--- config.mk ---
export PLATFORM = sky130hd
export DESIGN_NAME = ext_irq_ctrl
export DESIGN_NICKNAME = d
export VERILOG_FILES = /design/src/rtl/ext_irq_pkg.sv /design/src/rtl/ext_irq_decode.sv /design/src/rtl/ext_irq_datapath.sv /design/src/rtl/ext_irq_ctrl.sv
export SDC_FILE = /design/constraint.sdc
export NUM_CORES = 1
export LEC_CHECK = 0
export BUFFER_PORTS_ARGS = -buffer_cell sky130_fd_sc_hd__buf_4
export CAP_MARGIN = 10
export CORE_ASPECT_RATIO = 0.8
export CORE_MARGIN = 2
export CORE_UTILIZATION = 55
export DETAILED_ROUTE_END_ITERATION = 10
export MAX_ROUTING_LAYER = met4
export PLACE_DENSITY = 0.73
export SYNTH_ARGS = -nofsm -noshare
export SYNTH_HDL_FRONTEND = slang
export SYNTH_HIERARCHICAL = 1
export SYNTH_SLANG_ARGS = --single-unit
--- constraint.sdc ---
create_clock -name clk -period 3.9 [get_ports clk]
set_input_delay 0.78 -clock clk [delete_from_list [all_inputs] [get_ports clk]]
set_output_delay 0.78 -clock clk [all_outputs]
set_load 0.01 [all_outputs]
--- src/rtl/ext_irq_pkg.sv ---
package ext_irq_pkg;

  localparam int REG_ADDR_W = 9;
  localparam int WORD_IDX_W = 5;

  typedef enum logic [3:0] {
    K_STAT     = 4'd0,
    K_ACK      = 4'd1,
    K_MASK     = 4'd2,
    K_MASK_SET = 4'd3,
    K_MASK_CLR = 4'd4,
    K_SENS     = 4'd5,
    K_SENS_SET = 4'd6,
    K_SENS_CLR = 4'd7,
    K_POL      = 4'd8,
    K_POL_SET  = 4'd9,
    K_POL_CLR  = 4'd10,
    K_SOFT     = 4'd11,
    K_SOFT_SET = 4'd12,
    K_SOFT_CLR = 4'd13,
    K_DOM      = 4'd14,
    K_RSVD     = 4'd15
  } regKind_e;

  typedef enum logic [3:0] {
    OP_NONE, OP_ACK,
    OP_MASK_SET, OP_MASK_CLR,
    OP_SENS_SET, OP_SENS_CLR,
    OP_POL_SET, OP_POL_CLR,
    OP_SOFT_SET, OP_SOFT_CLR,
    OP_DOM_WR
  } wrOp_e;

  typedef struct packed {
    wrOp_e                 op;
    logic [WORD_IDX_W-1:0] word;
    logic [31:0]           data;
  } wrStrobe_t;

endpackage

--- src/rtl/ext_irq_decode.sv ---
module ext_irq_decode
  import ext_irq_pkg::*;
#(
  parameter int NWORDS = 2
) (
  input  logic                  clk,
  input  logic                  rstN,
  input  logic                  regWe,
  input  logic [REG_ADDR_W-1:0] regAddr,
  input  logic [31:0]           regWdata,
  output wrStrobe_t             wrStrobe,
  output regKind_e              rdKind,
  output logic [WORD_IDX_W-1:0] rdWord
);

  regKind_e              kind;
  logic [WORD_IDX_W-1:0] word;
  logic                  wordOk;

  assign kind   = regKind_e'(regAddr[REG_ADDR_W-1:WORD_IDX_W]);
  assign word   = regAddr[WORD_IDX_W-1:0];
  assign wordOk = (int'(word) < NWORDS);
  assign rdKind = kind;
  assign rdWord = word;

  always_comb begin
    wrStrobe.op   = OP_NONE;
    wrStrobe.word = word;
    wrStrobe.data = regWdata;
    if (regWe && wordOk) begin
      unique case (kind)
        K_ACK:      wrStrobe.op = OP_ACK;
        K_MASK_SET: wrStrobe.op = OP_MASK_SET;
        K_MASK_CLR: wrStrobe.op = OP_MASK_CLR;
        K_SENS_SET: wrStrobe.op = OP_SENS_SET;
        K_SENS_CLR: wrStrobe.op = OP_SENS_CLR;
        K_POL_SET:  wrStrobe.op = OP_POL_SET;
        K_POL_CLR:  wrStrobe.op = OP_POL_CLR;
        K_SOFT_SET: wrStrobe.op = OP_SOFT_SET;
        K_SOFT_CLR: wrStrobe.op = OP_SOFT_CLR;
        K_DOM:      wrStrobe.op = OP_DOM_WR;
        default:    wrStrobe.op = OP_NONE;
      endcase
    end
  end

  // no strobe leaves the decoder without a bus write
  a_r10_idle_no_op : assert property (@(posedge clk) disable iff (!rstN)
    !regWe |-> (wrStrobe.op == OP_NONE));

endmodule

--- src/rtl/ext_irq_datapath.sv ---
module ext_irq_datapath
  import ext_irq_pkg::*;
#(
  parameter int NUM_LINES = 64,
  parameter int NWORDS    = 2
) (
  input  logic                  clk,
  input  logic                  rstN,
  input  logic [NUM_LINES-1:0]  lineIn,
  input  wrStrobe_t             wrStrobe,
  input  regKind_e              rdKind,
  input  logic [WORD_IDX_W-1:0] rdWord,
  output logic [31:0]           rdData,
  output logic                  irqOut
);

  localparam int WIDE = NWORDS * 32;

  logic [NUM_LINES-1:0] maskQ, sensQ, polQ, softQ, domQ, latchQ;
  logic [NUM_LINES-1:0] metaQ, syncQ, prevQ;
  logic [NUM_LINES-1:0] wrVec, selVec, edgeHit, levelHit, statusVec, ackVec;

  always_comb begin
    wrVec  = '0;
    selVec = '0;
    for (int n = 0; n < NUM_LINES; n++) begin
      if (wrStrobe.word == WORD_IDX_W'(n / 32)) begin
        selVec[n] = 1'b1;
        wrVec[n]  = wrStrobe.data[n % 32];
      end
    end
  end

  assign ackVec    = (wrStrobe.op == OP_ACK) ? wrVec : '0;
  assign edgeHit   = (polQ & syncQ & ~prevQ) | (~polQ & ~syncQ & prevQ);
  assign levelHit  = ~(syncQ ^ polQ);
  assign statusVec = domQ & ((latchQ & ~sensQ) | (levelHit & sensQ) | softQ);
  assign irqOut    = |(statusVec & ~maskQ);

  always_ff @(posedge clk or negedge rstN) begin
    if (!rstN) begin
      metaQ  <= '0;
      syncQ  <= '0;
      prevQ  <= '0;
      latchQ <= '0;
    end else begin
      metaQ  <= lineIn;
      syncQ  <= metaQ;
      prevQ  <= syncQ;
      latchQ <= (latchQ & ~ackVec) | (edgeHit & ~sensQ);
    end
  end

  always_ff @(posedge clk or negedge rstN) begin
    if (!rstN) begin
      maskQ <= '1;
      sensQ <= '0;
      polQ  <= '0;
      softQ <= '0;
      domQ  <= '0;
    end else begin
      unique case (wrStrobe.op)
        OP_MASK_SET: maskQ <= maskQ | wrVec;
        OP_MASK_CLR: maskQ <= maskQ & ~wrVec;
        OP_SENS_SET: sensQ <= sensQ | wrVec;
        OP_SENS_CLR: sensQ <= sensQ & ~wrVec;
        OP_POL_SET:  polQ  <= polQ | wrVec;
        OP_POL_CLR:  polQ  <= polQ & ~wrVec;
        OP_SOFT_SET: softQ <= softQ | wrVec;
        OP_SOFT_CLR: softQ <= softQ & ~wrVec;
        OP_DOM_WR:   domQ  <= (domQ & ~selVec) | wrVec;
        default: ;
      endcase
    end
  end

  logic [NUM_LINES-1:0] rdVec;
  logic [WIDE-1:0]      rdWide;

  always_comb begin
    unique case (rdKind)
      K_STAT:  rdVec = statusVec;
      K_MASK:  rdVec = maskQ;
      K_SENS:  rdVec = sensQ;
      K_POL:   rdVec = polQ;
      K_SOFT:  rdVec = softQ;
      K_DOM:   rdVec = domQ;
      default: rdVec = '0;
    endcase
    rdWide = '0;
    rdWide[NUM_LINES-1:0] = rdVec;
    rdData = '0;
    for (int w = 0; w < NWORDS; w++) begin
      if (rdWord == WORD_IDX_W'(w)) rdData = rdWide[w*32 +: 32];
    end
  end

  // a latch bit only rises after a real pin transition
  a_r6_no_spurious_latch : assert property (@(posedge clk) disable iff (!rstN)
    ((latchQ & ~$past(latchQ) & ~$past(syncQ ^ prevQ)) == '0));

  // a pending software bit is always visible in status when admitted
  a_r7_soft_pending : assert property (@(posedge clk) disable iff (!rstN)
    ((softQ & domQ & ~statusVec) == '0));

  // a line outside the domain never shows status
  a_r8_domain_gate : assert property (@(posedge clk) disable iff (!rstN)
    ((statusVec & ~domQ) == '0));

  // with every line masked the request stays low
  a_r9_mask_blocks : assert property (@(posedge clk) disable iff (!rstN)
    (&maskQ) |-> !irqOut);

endmodule

--- src/rtl/ext_irq_ctrl.sv ---
module ext_irq_ctrl
  import ext_irq_pkg::*;
#(
  parameter int NUM_LINES = 64
) (
  input  logic                  clk,
  input  logic                  rstN,
  input  logic [NUM_LINES-1:0]  lineIn,
  input  logic                  regWe,
  input  logic [REG_ADDR_W-1:0] regAddr,
  input  logic [31:0]           regWdata,
  output logic [31:0]           regRdata,
  output logic                  irqOut
);

  localparam int NWORDS = (NUM_LINES + 31) / 32;

  wrStrobe_t             wrStrobe;
  regKind_e              rdKind;
  logic [WORD_IDX_W-1:0] rdWord;

  ext_irq_decode #(.NWORDS(NWORDS)) decode_i (
    .clk      (clk),
    .rstN     (rstN),
    .regWe    (regWe),
    .regAddr  (regAddr),
    .regWdata (regWdata),
    .wrStrobe (wrStrobe),
    .rdKind   (rdKind),
    .rdWord   (rdWord)
  );

  ext_irq_datapath #(.NUM_LINES(NUM_LINES), .NWORDS(NWORDS)) datapath_i (
    .clk      (clk),
    .rstN     (rstN),
    .lineIn   (lineIn),
    .wrStrobe (wrStrobe),
    .rdKind   (rdKind),
    .rdWord   (rdWord),
    .rdData   (regRdata),
    .irqOut   (irqOut)
  );

endmodule

# Yosys cells after proc, flatten, opt, wreduce, memory -nomap -nowiden
# Memory sizes are Yosys's and may differ from the RTL's.
# Index checks and enable logic that the tools add are counted.
[word_totals]
in_bits = 108
regBits = 576
mem_count = 1
rom_bits = 64
[classes]
reduce_logical = 8
n_lt_le_gt_ge = 1
n_mux = 75
bitwise_logic = 34
eq_ne = 16
[memory_table]
columns = ["name", "depth", "width", "rd", "rd_clocked_by_memory_dff", "write_ports", "line_no", "source"]
rows = [
  ["(no name shown)", 16, 4, 1, 0, 0, "ext_irq_decode.sv:31", "unique case (kind)"],
]
[op_table]
columns = ["cell", "count"]
rows = [
  ["$and 64x64->64", 15],
  ["$not 64->64", 9],
  ["$or 64x64->64", 9],
  ["$pmux 64 s2", 4],
  ["$pmux 64 s6", 1],
  ["$mux 1", 66],
  ["$mux 32", 2],
  ["$mux 64", 1],
  ["$reduce_or 64->1", 1],
  ["$xor 64x64->64", 1],
  ["$eq 4x4->1 const B", 6],
  ["$eq 4x3->1 const B", 5],
  ["$eq 4x2->1 const B", 3],
  ["$reduce_bool 2->1", 4],
  ["$eq 5x1->1 const B", 1],
  ["$logic_not 5->1", 1],
  ["$lt 5x2->1 const B", 1],
  ["$eq 4x1->1 const B", 1],
  ["$logic_not 4->1", 1],
  ["$mux 4", 1],
  ["$logic_and 1x1->1", 1],
]

# Logic depth before layout (Yosys ltp)
# Gate-level depths: netlist of the first run.
[logic_depth]
word_depth = 9
depth_mapped = 12
ltp_nobuf = 11

# By module
# Netlist of the first run, hierarchy kept.
[by_module_without_submodules]
columns = ["module", "area_each_um2", "seq_area_each_um2", "cells_per_inst", "n_inst"]
rows = [
  ["ext_irq_datapath", 26268.9, 14493.9, 2516, 1],
  ["ext_irq_decode", 519.2, 0.0, 68, 1],
]

# Worst setup path after synthesis of the first run
# Ideal clock, no wire load.
[synth_timing]
path_kind = "input port to output port"
startpoint = "in regAddr[5]"
endpoint = "out regRdata[31]"
t_arrival_ns = 2.557
cell_stages = 9
path_buffers = 3
setup_slack_ns = 0.563
t_required_ns = 3.120
cell_sequence = "buf_4 -> clkbuf_1 -> nand2_1 -> nor3_1 -> clkbuf_1 -> a22oi_1 -> o211ai_1 -> a21oi_1 -> o21ai_0"
[synth_via]
elab_chain_len = 4
elab_cells_between_ends = 9
[synth_lines]
columns = ["element", "line_no", "source"]
rows = [
  ["start, declared", "ext_irq_ctrl.sv:10", "input logic [REG_ADDR_W-1:0] regAddr,"],
  ["$eq 4x4->1 (tied with other cells)", "ext_irq_datapath.sv:81", "unique case (rdKind)"],
  ["$pmux 64 s6 *", "ext_irq_datapath.sv:81", ""],
  ["$mux 32", "ext_irq_datapath.sv:94", "if (rdWord == WORD_IDX_W'(w)) rdData = rdWide[w*32 +: 32];"],
  ["$mux 32 *", "ext_irq_datapath.sv:94", ""],
  ["end, declared", "ext_irq_ctrl.sv:12", "output logic [31:0] regRdata,"],
]
# Mark *: on every way between the ends. The rest lies on a longest branch, timed or not.

==> results.md, run 1 <==
* Post-synthesis cell type count at 47
* WHS at 0.1978 ns
* CP Data Required Time at 3.12 ns
* Ys Warns at 6
* Multi-input combinational cell area at 10,970 um2
* HPWL Detailed at 44.99 mm
* Largest area contributor in the netlist: dfrtp_1
* Hold Crit Class: primary input to async pin
* Worst R2R Path Depth at 4
* Nature of the critical path endpoint: output port
* GRT Overall Usage at 30.60%
* PwrDens at 402.2 nW/um2
* Area grow syn2layout at 14.66%
* Data arrival, critical path at 3.32 ns
* Starting Density at 55.58%
* Main area contributors after synthesis: dfrtp_1 48%, dfstp_2 6.3%, ha_1 6.2%
* RSZ-0062 raised after global routing: true
* Worst clock skew at 0.01335 ns
* DRC Markers at 0
* Clk Latency, worst-skew pair at 0.61 ns
* Yosys top cell area share at 47.83%
* Syn Nets at 2,825
* ANT nets after route at 0
* EDFF count, synth at 0
* Status: finished, violations left
* 1st-pass router iterations at 9
* CP Launch Type: flop
* Layout Cells excl Fill at 3,292
* Final worst setup slack at -0.2007 ns
* Fill cells at 3,649
* Area occupied by registers at 14,490 um2
* Post-synth top cells: 512 x dfrtp_1, 279 x a21oi_1, 242 x a31oi_1
* Placeable Area at 48,200 um2
* R2R Setup Slk at 2.80 ns
* Count leader, synth: dfrtp_1
* Period Utilization, post-route at 105.1%
* Grt ovf at 0
* Post-synth ARST share at 100.0%
* Initial antenna violation count at 2
* Synthesized cell area at 26,790 um2
* Syn Inst Count at 2,584
* CP Capture Point: irqOut
* Vias in the first global route at 20,240
* Final setup viols at 1
* Crit-path max FO at 4
* CTS tree: done
* Row count at 72
* Kind of critical path: flop to output port
* Avg Inst Size Synth at 10.37 um2
* Global-route wire length before repair at 117.4 mm
* Clock root buffer: clkbuf_16
* Die height at 201.4 um
* Pins over their slew limit at 0
* Die W at 250.7 um
* WL/cell at 22.80 um
* Post-synthesis sequential area ratio at 54.11%
* Layout cells sized above 1 at 19.20%
* Ports at 141
* Top FF cell, synth: dfrtp_1
* Relative slew slack at 24.25%
* #FFs+latches synth at 576
* Final net count at 2,857
* PortBufs at 140
* Post-Place Setup Slack at 0.2228 ns
* F_max at 243.9 MHz
* Post-layout minimum cycle time at 4.101 ns
* GPL Wtd Cong at 0.8640
* Final Total Pwr at 12.35 mW
* RR Endpoint: datapath_i/latchQ[8]
* Worst-margin pin slew at 1.136 ns
* WL final at 75.07 mm
* Total die area at 50,500 um2
* Largest net degree at the start of global routing at 225
* Via count at 20,870
* Failing checks: negative setup slack
* VDD IR max at 0.3577 mV
* Maximum capacitance violations at 0
* Vias per std cell at 6.340
* H-tree depth at 2
* Leak at 13.74 nW
* Final Hold Fails at 0
* Placed Cells incl. Taps at 3,166
* Clock buffer count from CTS at 57
* Clock buffer depth at 3
* Clock-pin slew on the worst setup and hold paths at 0.07 ns
* Drt initial violations at 2,993
* Clock tree sinks at 576
## kinds of logic (layout without fill, tap and decap cells)
kind of cell             Yosys count  in the layout  synth area share [%]
flip-flops                       576            576                 54.11
multiplexers                     130            130                 5.203
other                              0              1                     0
adder cells (fa/ha/maj)          133            133                 6.212
buffers and inverters            382            460                 5.997
AO/OA/AOI/OAI                    859            859                 19.96
AND/OR/NAND/NOR                  504            504                 8.524
## layout by cell type (no fill, tap or decap), types with 9 or more instances in the layout
master / netlist / layout
o21ai_0: 107 / 105
a31oi_1: 242 / 242
o22ai_1: 48 / 44
nor2_1: 132 / 121
clkbuf_16: 0 / 57
dfrtp_1: 512 / 512
mux2_2: 63 / 63
buf_12: 0 / 30
clkbuf_1: 198 / 13
a222oi_1: 57 / 57
nor2b_1: 86 / 85
o31ai_1: 34 / 24
a21oi_1: 279 / 279
clkbuf_8: 0 / 16
dfstp_2: 64 / 64
o31ai_2: 3 / 11
ha_1: 133 / 129
mux2i_1: 65 / 65
clkinv_2: 0 / 11
a22oi_1: 60 / 60
buf_4: 46 / 190
nor2_4: 0 / 9
nand2_1: 235 / 235
inv_1: 133 / 130
## critical path, stage by stage (launching register included)
cell,delay [ns]
dfrtp_1,0.40
inv_1,0.06
ha_1,0.27
a21oi_1,0.06
o21ai_0,0.52
o22ai_1,0.22
or4_1,0.53
or4_4,0.48
buf_6,0.15
## timing repair
item	4_1_cts	5_1_grt
hold endpoints to repair	0	0
endpoints found under the setup margin	1	1
hold buffers	0	0
pin swaps	16	0
buffers inserted	20	0
gates resized for setup	32	2
## per-stage QoR
step	utilization (%)	TNS [ns]	instance area [um2]
floorplan	-	0	26790
global route	63.73	-0.2438	30710
CTS	63.71	-0.1088	30710
detailed placement	59.10	0	28480
finish	63.73	-0.2007	30710
global placement	59.10	0	28480
## power by group
part,switching (mW),internal (mW),total [mW]
sequential,0.0854,6.10,6.19
combinational,0.371,0.188,0.559
clock,2.35,3.26,5.61
## worst min path at each step
stage | slack [ns] | to | cells after the start | startpoint
finish | 0.20 | datapath_i/metaQ[39] | 1 | rstN
global route | 0.23 | datapath_i/syncQ[7] | 1 | rstN
CTS | 0.21 | async pin | 1 | rstN
detailed placement | 0.33 | datapath_i/syncQ[44] | 0 | datapath_i/metaQ[44]
global placement | 0.33 | datapath_i/syncQ[42] | 0 | datapath_i/metaQ[42]
floorplan | 0.33 | datapath_i/syncQ[0] | 0 | datapath_i/metaQ[0]
## layer usage
layer	share of wire, %	up-vias	GRT usage, %
li1	-	9295	-
met3	9.3	159	4.580
met2	47	1144	47.19
met4	3.0	0	10.59
met5	0	-	-
met1	41	10270	41.71
## area by class of cell
| type | count | share of cell area (%) |
|---|---|---|
| clock buffers | 86 | 5.520 |
| well taps | 629 | 2.562 |
| repair buffers | 222 | 6.685 |
| flip-flops and latches | 576 | 47.19 |
| clock inverters | 19 | 0.6803 |
| multi-input cells | 1626 | 35.73 |
| inverters | 133 | 1.625 |
| diodes | 1 | 0.008147 |
Power figures use the tool's default switching activity.
==> inputs of run 2 (changes only) <==
--- a/config.mk
+++ b/config.mk
@@ -13,7 +13,9 @@
 export DETAILED_ROUTE_END_ITERATION = 10
 export MAX_ROUTING_LAYER = met4
 export PLACE_DENSITY = 0.73
+export SLEW_MARGIN = 20
 export SYNTH_ARGS = -nofsm -noshare
 export SYNTH_HDL_FRONTEND = slang
 export SYNTH_HIERARCHICAL = 1
 export SYNTH_SLANG_ARGS = --single-unit
+export TNS_END_PERCENT = 30
==> constraint.sdc (replaced) <==
create_clock -name clk -period 3.9 [get_ports clk]
set_input_delay 0.78 -clock clk [delete_from_list [all_inputs] [get_ports clk]]
set_output_delay 0.78 -clock clk [all_outputs]
set_load 0.005 [all_outputs]
==> run 2 against run 1 <==
  * Non-clock buffer count down 5
  * Routed wire length is 2.2% lower
  * Cell area is 0.62% lower
  * Combinational power decreased by 2%
  * Clock power is 3% lower
  * Clock skew is 0.011 ns higher
  * Die area did not move
  * Utilization fell by 0.39 points
  * The flow still finishes with violations (negative setup slack)
  * Highest routed layer unchanged
  * Total power fell by 1.3%
  * Worst hold slack gained 0.053 ns
==> results.md, run 2 (synthesis results as in run 1) <==
* Relative slew slack at 36.93% (+13 points)
* WHS at 0.2505 ns (+0.05267 ns)
* Most frequent cells in the layout: 512 x dfrtp_1, 279 x a21oi_1, 242 x a31oi_1, 235 x nand2_1, 188 x buf_4
* Period Utilization, post-route at 106.8% (+1.7 points)
* Leak at 13.66 nW (-0.60%)
* F_max at 240.0 MHz (-1.6%)
* Clock root buffer: clkbuf_16
* Most used cell, CP: or4_4
* PwrDens at 399.4 nW/um2 (-0.71%)
* Slowest cell on crit path: or4_4
* Ports at 141 (unchanged)
* RSZ-0062 raised after global routing: true
* Placeable Area at 48,200 um2 (unchanged)
* Grt ovf at 0 (unchanged)
* Largest stage delay, worst path at 0.56 ns (+0.03 ns)
* Drt initial violations at 2,667 (-11%)
* Hold Crit Class: primary input to flop
* Crit path max-delay family: simple AND/OR/NAND/NOR gates
* Worst clock skew at 0.02468 ns (+0.01133 ns)
* Die W at 250.7 um (unchanged)
* Post-layout minimum cycle time at 4.166 ns (+0.06568 ns)
* Final worst setup slack at -0.2663 ns (-0.06568 ns)
* Worst Setup SP: datapath_i/syncQ[9]
* Area grow syn2layout at 13.95%
* Total die area at 50,500 um2 (unchanged)
* VDD IR max at 0.3373 mV (-5.7%)
* Pins over their slew limit at 0 (unchanged)
* Status: finished, violations left
* Largest net degree at the start of global routing at 191 (-15%)
* Vias per std cell at 6.282 (-0.92%)
* Data arrival, critical path at 3.39 ns (+0.07 ns)
* Starting Density at 55.58% (unchanged)
* Layout cells sized above 1 at 18.52% (-0.68 points)
* WP buf/inv at 2 (unchanged)
* WL final at 73.40 mm (-2.2%)
* Worst-margin pin slew at 0.9460 ns (-0.1902 ns)
* Nature of the critical path endpoint: output port
* Final setup viols at 1 (unchanged)
* GPL Wtd Cong at 0.8370 (-3.1%)
* Failing checks: negative setup slack
* Worst R2R Path Depth at 4 (unchanged)
* Clk Latency, worst-skew pair at 0.63 ns (+0.02 ns)
* 1st-pass router iterations at 10 (+1)
* Critical-path cell list: inv_1, ha_1, nor2b_1, o31ai_2, o22ai_2, or4_1, or4_4, or4_4, buf_6
* Row count at 72 (unchanged)
* PortBufs at 140 (unchanged)
* Maximum capacitance violations at 0 (unchanged)
* Global-route wire length before repair at 114.9 mm (-2.1%)
* ANT nets after route at 0 (unchanged)
* Worst path depth at 9 (+1)
* Fin util at 63.33% (-0.39 points)
* Die height at 201.4 um (unchanged)
* CP Capture Point: irqOut
* Final Hold Fails at 0 (unchanged)
* Kind of critical path: flop to output port
* Commonest non-fill, non-tap cell in the layout: dfrtp_1
* Vias in the first global route at 20,050 (-0.95%)
* Via count at 20,650 (-1.0%)
* Clock buffer depth at 3 (unchanged)
* RR Endpoint: datapath_i/latchQ[14]
* Placed cell area at 28,430 um2 (-0.20%)
* Crit-path max FO at 2 (-2)
* CP Launch Type: flop
* Clock buffer count from CTS at 56 (-1.8%)
* Finished layout cell area at 30,520 um2 (-0.62%)
* H-tree depth at 2 (unchanged)
* WL/cell at 22.32 um (-2.1%)
* Initial antenna violation count at 4 (+2)
* R2R Setup Slk at 2.81 ns (about the same)
* Clock tree sinks at 576 (unchanged)
* DRC Markers at 0 (unchanged)
* HPWL Detailed at 44.20 mm (-1.8%)
* Clock-pin slew on the worst setup and hold paths at 0.06 ns (about the same)
* GRT Overall Usage at 29.93% (-0.67 points)
* CP Data Required Time at 3.12 ns (about the same)
* Final net count at 2,851 (-0.21%)
* CTS tree: done
## run 2: worst register-to-register path: stages, from the launching register on
cell     delay, ns
dfrtp_1       0.39
buf_4         0.16
ha_1          0.19
mux2i_1       0.14
o21ai_0       0.09
## run 2: power breakdown
group          internal, mW  switching, mW  total (mW)
clock                  3.09           2.36        5.45
combinational         0.183          0.367       0.550
sequential             6.10         0.0824        6.19
## run 2: layout make-up
class / instances / area, um2
Multi-Input combinational cell: 1626 / 10940
Timing Repair Buffer: 217 / 1968
Tap cell: 629 / 787.0
Clock inverter: 18 / 197.7
Clock buffer: 87 / 1638
Sequential cell: 576 / 14490
Antenna cell: 2 / 5.005
Fill cell: 3729 / 17670
Inverter: 133 / 499.2
## run 2: how the worst min path moves through the flow
stage                         start                    to  cells after the start
6_report                  lineIn[0]   datapath_i/metaQ[0]                      1
3_3_place_gp   datapath_i/metaQ[42]  datapath_i/syncQ[42]                      0
3_5_place_dp   datapath_i/metaQ[12]  datapath_i/syncQ[12]                      0
5_1_grt                  lineIn[12]  datapath_i/metaQ[12]                      1
4_1_cts                  lineIn[12]  datapath_i/metaQ[12]                      1
2_1_floorplan   datapath_i/metaQ[0]   datapath_i/syncQ[0]                      0
## run 2: layer usage
layer  vias up  GRT usage (%)  share of wire [%]
met2      1020          45.07                 46
met1     10170          41.09                 41
met4         0          11.80                3.6
li1       9291              -                  -
met5         -              -                  0
met3       173          4.631                9.1
## run 2: timing repair
action | 4_1_cts | 5_1_grt
gates resized for setup | 22 | 2
hold buffers | 1 | 0
setup buffers | 15 | 0
endpoints found under the hold margin | 9 | 0
pin swaps | 11 | 0
endpoints found under the setup margin | 1 | 1
## run 2: stage by stage
step / total power [mW] / TNS, ns / setup slack [ns] / instances
after global routing: 12.61 / -0.3672 / -0.3672 / 3288
after detailed placement: 6.832 / 0 / 0.1189 / 3165
after CTS: 12.28 / -0.2339 / -0.2339 / 3286
after global placement: 6.810 / 0 / 0.2225 / 3165
final: 12.19 / -0.2663 / -0.2663 / 3288
after floorplan: 6.529 / 0 / 0.6661 / 2584
